===== src/rtl/sdr_seq_pkg.sv =====
package sdr_seq_pkg;

    typedef enum logic [1:0] {
        CMD_NOP     = 2'd0,
        CMD_PREALL  = 2'd1,
        CMD_REFRESH = 2'd2,
        CMD_MODESET = 2'd3
    } sdr_cmd_e;

    typedef enum logic [3:0] {
        S_POWERUP  = 4'd0,
        S_PREALL   = 4'd1,
        S_WAIT_RP  = 4'd2,
        S_INIT_REF = 4'd3,
        S_INIT_RFC = 4'd4,
        S_MODESET  = 4'd5,
        S_WAIT_RSC = 4'd6,
        S_READY    = 4'd7,
        S_REF      = 4'd8,
        S_WAIT_RFC = 4'd9
    } seq_state_e;

    function automatic int imax(input int a, input int b);
        return (a > b) ? a : b;
    endfunction

endpackage


===== src/rtl/seq_wait_timer.sv =====
// Down-counter shared by every wait of the sequencer.
module seq_wait_timer #(
    parameter int W         = 8,
    parameter int RESET_VAL = 1
) (
    input  logic         clk,
    input  logic         rst_n,
    input  logic         load,
    input  logic [W-1:0] load_val,
    output logic         expired
);
    logic [W-1:0] count;

    always_ff @(posedge clk or negedge rst_n) begin
        if (!rst_n) begin
            count <= W'(RESET_VAL);
        end else if (load) begin
            count <= load_val;
        end else if (count != '0) begin
            count <= count - 1'b1;
        end
    end

    assign expired = (count == '0);
endmodule


===== src/rtl/refi_tick_gen.sv =====
// Pulses once every PERIOD enabled cycles.
module refi_tick_gen #(
    parameter int PERIOD = 2078
) (
    input  logic clk,
    input  logic rst_n,
    input  logic enable,
    output logic tick
);
    localparam int CW = (PERIOD > 1) ? $clog2(PERIOD) : 1;
    localparam logic [CW-1:0] LAST = CW'(PERIOD - 1);

    logic [CW-1:0] cnt;

    always_ff @(posedge clk or negedge rst_n) begin
        if (!rst_n) begin
            cnt <= '0;
        end else if (enable) begin
            if (cnt == LAST) cnt <= '0;
            else             cnt <= cnt + 1'b1;
        end
    end

    assign tick = enable && (cnt == LAST);
endmodule


===== src/rtl/refresh_debt_ctr.sv =====
// Saturating count of refreshes owed but not yet issued.
module refresh_debt_ctr #(
    parameter int MAX_OWED = 8
) (
    input  logic clk,
    input  logic rst_n,
    input  logic add,
    input  logic take,
    output logic pending
);
    localparam int LW = $clog2(MAX_OWED + 1);
    localparam logic [LW-1:0] CAP = LW'(MAX_OWED);

    logic [LW-1:0] level;

    always_ff @(posedge clk or negedge rst_n) begin
        if (!rst_n) begin
            level <= '0;
        end else if (add && !take) begin
            if (level != CAP) level <= level + 1'b1;
        end else if (take && !add) begin
            if (level != '0) level <= level - 1'b1;
        end
    end

    assign pending = (level != '0);
endmodule


===== src/rtl/sdram_init_refresh_seq.sv =====
module sdram_init_refresh_seq
    import sdr_seq_pkg::*;
#(
    parameter int ADDR_W         = 12,
    parameter int AP_BIT         = 10,
    parameter int POWERUP_CYC    = 26600,
    parameter int T_RP           = 3,
    parameter int T_RFC          = 9,
    parameter int T_RSC          = 2,
    parameter int INIT_REFRESHES = 8,
    parameter int REFI_CYC       = 2078,
    parameter int MAX_POSTPONE   = 8
) (
    input  logic              clk,
    input  logic              rst_n,
    input  logic [ADDR_W-1:0] mode_word,
    input  logic              banks_idle,
    output logic [1:0]        cmd,
    output logic [ADDR_W-1:0] addr,
    output logic              init_done,
    output logic              refresh_busy
);
    localparam int TMAX = imax(imax(POWERUP_CYC, T_RP), imax(T_RFC, T_RSC));
    localparam int TW   = $clog2(TMAX + 1);
    localparam int NW   = $clog2(INIT_REFRESHES + 1);

    localparam logic [TW-1:0] LD_RP  = TW'(T_RP - 2);
    localparam logic [TW-1:0] LD_RFC = TW'(T_RFC - 2);
    localparam logic [TW-1:0] LD_RSC = TW'(T_RSC - 2);
    localparam logic [NW-1:0] N_LAST = NW'(INIT_REFRESHES);
    localparam logic [ADDR_W-1:0] PREALL_ADDR = ADDR_W'(1) << AP_BIT;

    seq_state_e state, next_state;

    logic          timer_load;
    logic [TW-1:0] timer_val;
    logic          timer_done;
    logic          tick;
    logic          owed;
    logic          run_phase;
    logic [NW-1:0] init_cnt;

    // ---- state register ----
    always_ff @(posedge clk or negedge rst_n) begin
        if (!rst_n) state <= S_POWERUP;
        else        state <= next_state;
    end

    // ---- initialization refresh counter ----
    always_ff @(posedge clk or negedge rst_n) begin
        if (!rst_n)                  init_cnt <= '0;
        else if (state == S_INIT_REF) init_cnt <= init_cnt + 1'b1;
    end

    // ---- transitions ----
    always_comb begin
        next_state = state;
        unique case (state)
            S_POWERUP:  if (timer_done) next_state = S_PREALL;
            S_PREALL:   next_state = S_WAIT_RP;
            S_WAIT_RP:  if (timer_done) next_state = S_INIT_REF;
            S_INIT_REF: next_state = S_INIT_RFC;
            S_INIT_RFC: if (timer_done)
                            next_state = (init_cnt == N_LAST) ? S_MODESET : S_INIT_REF;
            S_MODESET:  next_state = S_WAIT_RSC;
            S_WAIT_RSC: if (timer_done) next_state = S_READY;
            S_READY:    if (owed && banks_idle) next_state = S_REF;
            S_REF:      next_state = S_WAIT_RFC;
            S_WAIT_RFC: if (timer_done)
                            next_state = (owed && banks_idle) ? S_REF : S_READY;
            default:    next_state = S_POWERUP;
        endcase
    end

    // ---- outputs and timer loads ----
    always_comb begin
        cmd          = CMD_NOP;
        addr         = '0;
        timer_load   = 1'b0;
        timer_val    = '0;
        run_phase    = 1'b0;
        refresh_busy = owed;
        unique case (state)
            S_PREALL: begin
                cmd        = CMD_PREALL;
                addr       = PREALL_ADDR;
                timer_load = 1'b1;
                timer_val  = LD_RP;
            end
            S_INIT_REF: begin
                cmd        = CMD_REFRESH;
                timer_load = 1'b1;
                timer_val  = LD_RFC;
            end
            S_MODESET: begin
                cmd        = CMD_MODESET;
                addr       = mode_word;
                timer_load = 1'b1;
                timer_val  = LD_RSC;
            end
            S_READY: begin
                run_phase = 1'b1;
            end
            S_REF: begin
                cmd          = CMD_REFRESH;
                timer_load   = 1'b1;
                timer_val    = LD_RFC;
                run_phase    = 1'b1;
                refresh_busy = 1'b1;
            end
            S_WAIT_RFC: begin
                run_phase    = 1'b1;
                refresh_busy = 1'b1;
            end
            default: begin
            end
        endcase
    end

    assign init_done = run_phase;

    seq_wait_timer #(
        .W         (TW),
        .RESET_VAL (POWERUP_CYC - 1)
    ) u_timer (
        .clk      (clk),
        .rst_n    (rst_n),
        .load     (timer_load),
        .load_val (timer_val),
        .expired  (timer_done)
    );

    refi_tick_gen #(
        .PERIOD (REFI_CYC)
    ) u_refi (
        .clk    (clk),
        .rst_n  (rst_n),
        .enable (run_phase),
        .tick   (tick)
    );

    refresh_debt_ctr #(
        .MAX_OWED (MAX_POSTPONE)
    ) u_debt (
        .clk     (clk),
        .rst_n   (rst_n),
        .add     (tick),
        .take    (state == S_REF),
        .pending (owed)
    );
endmodule


===== config.mk =====
export PLATFORM = sky130hd
export DESIGN_NAME = sdram_init_refresh_seq
export DESIGN_NICKNAME = d
export VERILOG_FILES = /design/src/rtl/sdr_seq_pkg.sv /design/src/rtl/seq_wait_timer.sv /design/src/rtl/refi_tick_gen.sv /design/src/rtl/refresh_debt_ctr.sv /design/src/rtl/sdram_init_refresh_seq.sv
export SDC_FILE = /design/constraint.sdc
export NUM_CORES = 1
export LEC_CHECK = 0
export CORE_MARGIN = 2
export CORE_UTILIZATION = 30
export DETAILED_ROUTE_END_ITERATION = 7
export HOLD_SLACK_MARGIN = 0.08
export PLACE_DENSITY = 0.49
export SKIP_CTS_REPAIR_TIMING = 1
export SLEW_MARGIN = 20
export SYNTH_ARGS = -nofsm -noshare
export SYNTH_HDL_FRONTEND = slang
export SYNTH_SLANG_ARGS = --single-unit

===== constraint.sdc =====
create_clock -name clk -period 4.1 [get_ports clk]
set_input_delay 1.025 -clock clk [delete_from_list [all_inputs] [get_ports clk]]
set_output_delay 1.025 -clock clk [all_outputs]
set_load 0.005 [all_outputs]

==> summary.md <==
| Metric | Value |
|---|---|
| Worst-Skew Late Latency | 290 ps |
| Max frequency | 0.289 GHz |
| Core area | 0.00809 mm² |
| Mapped Nets | 292 |
| CTS Sinks | 39 |
| Total negative slack | 0 ps |
| Clock buffer depth | 2 |
| CTS Buf Count | 5 |
| GR Util All Layers | 12.3% |
| Commonest cells after routing, fill and taps aside | clkdlybuf4s50_1, dfrtp_1, nor2_1 |
| Largest cells by area after synthesis | dfrtp_1, dfstp_2, xnor2_1 |
| Final non-filler cell total | 400 |
| Vias per inst | 5.00 |
| Final #Nets | 317 |
| Antenna violations before repair | 0 |
| Leak | 1.22 nW |
| Die ar. | 0.00897 mm² |
| Commonest non-fill, non-tap cell in the layout | clkdlybuf4s50_1 |
| H-tree levels | 2 |
| Hold WC Path Type | reg2reg |
| #FFs+latches synth | 39 |
| Worst setup EP type | primary output |
| WP data required | 3070 ps |
| Met1 usage | 17.6% |
| CP startpoint kind | flip-flop |
| Fill count | 878 |
| DR WL/cell | 13.0 µm |
| Bufs and invs on worst path | 1 |
| First-pass GRT wire length | 8940 µm |
| Synthesized cell area | 0.00247 mm² |
| Antenna cells | 0 |
| DRC Markers | 0 |
| RePlAce Congestion | 0.777 |
| Placed Instances | 392 |
| CTS clk-pin slew, worst paths | 70 ps |
| CP Class | reg2out |
| Grt total ovfl | 0 |
| Met3 Use GR | 2.63% |
| Final Hold Fails | 0 |
| DRT iter0 DRCs | 62 |
| Syn avg cell area | 9.18 µm² |
| Worst path arrival time | 2440 ps |
| Top cell type's share of synthesized area | 28.4% |
| CP max stage delay | 600 ps |
| Final worst path period share | 84.5% |
| Post-DP HPWL | 3740 µm |
| Fin crit period | 3460 ps |
| Max VDD drop | 0.0933 mV |
| Clk_skew | 5.96 ps |
| Port bufs | 30 |
| Met2 usage | 19.4% |
| EDFF count, synth | 0 |
| Synth cell types | 51 |
| PwrDens | 236 mW/mm² |
| Post-synthesis sequential area ratio | 40.1% |
| FFs w/ async S/R, synth | 100% |
| CP Cell Sequence | nand2b_1 > nor2_1 > and3_1 > clkdlybuf4s50_1 |
| CTS tree | built |
| Root Buffer | clkbuf_8 |
| Unrepaired setup endpoints after global routing | no |
| Setup violators final | 0 |
| Synth warnings | 0 |
| Total vias in the final route | 1999 |
| Site row count | 33 |
| Slew Limit Fails | 0 |
| Maxcap violations | 0 |
| Largest net degree at the start of global routing | 40 |
| Die Ht | 94.7 µm |
| Max-slew headroom | 39.2% |
| Share of layout cells above drive strength 1 | 9.49% |
| Drt total wl | 5200 µm |
| Vias in the first global route | 1917 |
| # IOs | 31 |
| Starting density of the core | 30.5% |
| Antenna Nets Post-Route | 0 |
| Drt pass-1 iters | 4 |
| Layout area overhead | 19.0% |
| Worst slew pin tran | 900 ps |
| Status | finished clean |
| Slowest cell on the critical path | nor2_1 |
| Final core utilization | 36.3% |
| Critical path's top delay family | simple AND/OR/NAND/NOR gates |
| Top_reg_cell synth | dfrtp_1 |
| Mapped Cells | 269 |
| Die W | 94.7 µm |
| Total design power | 0.693 mW |
| CP max FO | 15 |
| GRT Max-Usage Layer | met2 |
| Area leader, netlist | dfrtp_1 |
==> metrics by stage <==
stage | hold slack, ps | setup slack [ps] | area (µm²)
3_3_place_gp | 465 | 902 | 2840
5_1_grt | 505 | 467 | 2940
4_1_cts | 477 | 639 | 2940
3_5_place_dp | 467 | 881 | 2840
6_report | 473 | 635 | 2940
2_1_floorplan | 446 | 1520 | 2470
==> worst register-to-register path, delay by kind of cell (launching register included) <==
kind	cells	cell delay [ps]
flops	1	530
simple gates	3	1250
fa+ha+maj	1	280
xor+xnor	1	160
compound gates	2	470
buf+inv	1	260
==> path summary, 6_finish.rpt <==
kind                            depth (start not counted)         from  slack, ps                end
worst max-delay path                                    4     state[1]        640            addr[2]
min in group asynchronous                               1        rst_n        860  u_timer.count[11]
worst max register to register                          8     state[2]       1050    u_debt.level[2]
worst min-delay path                                    1  init_cnt[3]        470        init_cnt[3]
worst min register to register                          1  init_cnt[3]        470        init_cnt[3]
max in group asynchronous                               1        rst_n       2680        init_cnt[2]
==> final cells by class <==
type	instances	area [µm²]	area share [%]
Clock buffer	8	100	3.40
Inverter	10	37.5	1.28
Multi-Input combinational cell	206	1370	46.6
Sequential cell	39	990	33.7
Tap cell	105	131	4.47
Timing Repair Buffer	32	310	10.6
==> power breakdown <==
group          total [mW]  internal, mW  switching, mW
Combinational      0.0200        0.0112        0.00881
Clock               0.288         0.154          0.134
Sequential          0.385         0.385              0
Total               0.693         0.550          0.143
==> cell usage after synthesis, types with 2 or more instances <==
cell	n
dfrtp_1	28
nor2_1	22
nand2_1	21
xnor2_1	20
nor3_1	15
and3_1	14
o21ai_0	12
dfstp_2	11
or3_1	11
clkbuf_1	9
inv_1	9
nand3_1	8
ha_1	7
nand4_1	7
a21oi_1	5
a311oi_1	5
nor2b_1	5
nor3b_1	5
xor2_1	5
a2111oi_0	3
a21o_1	3
and2_1	3
buf_2	3
nand2b_1	3
nor4_1	3
o31ai_1	3
a211oi_1	2
buf_6	2
mux2_2	2
nand4b_1	2
==> logic make-up after synthesis <==
logic type	share of synthesized area, %
simple gates	27.8
compound gates	13.6
flops	40.1
xor+xnor	8.87
buf+inv	4.41
fa+ha+maj	4.36
mux	0.912
==> routing by layer <==
layer	vias up	routed length, µm
met1	955	2630
met3	2	134
met2	23	2420
li1	1019	-
met4	0	14
met5	-	0
==> state kept, by name, indices dropped and copies added (netlist names) <==
register,flops
init_cnt,4
state,4
u_debt.level,4
u_refi.cnt,12
u_timer.count,15
Note: power is estimated with default switching activity, not from simulation.
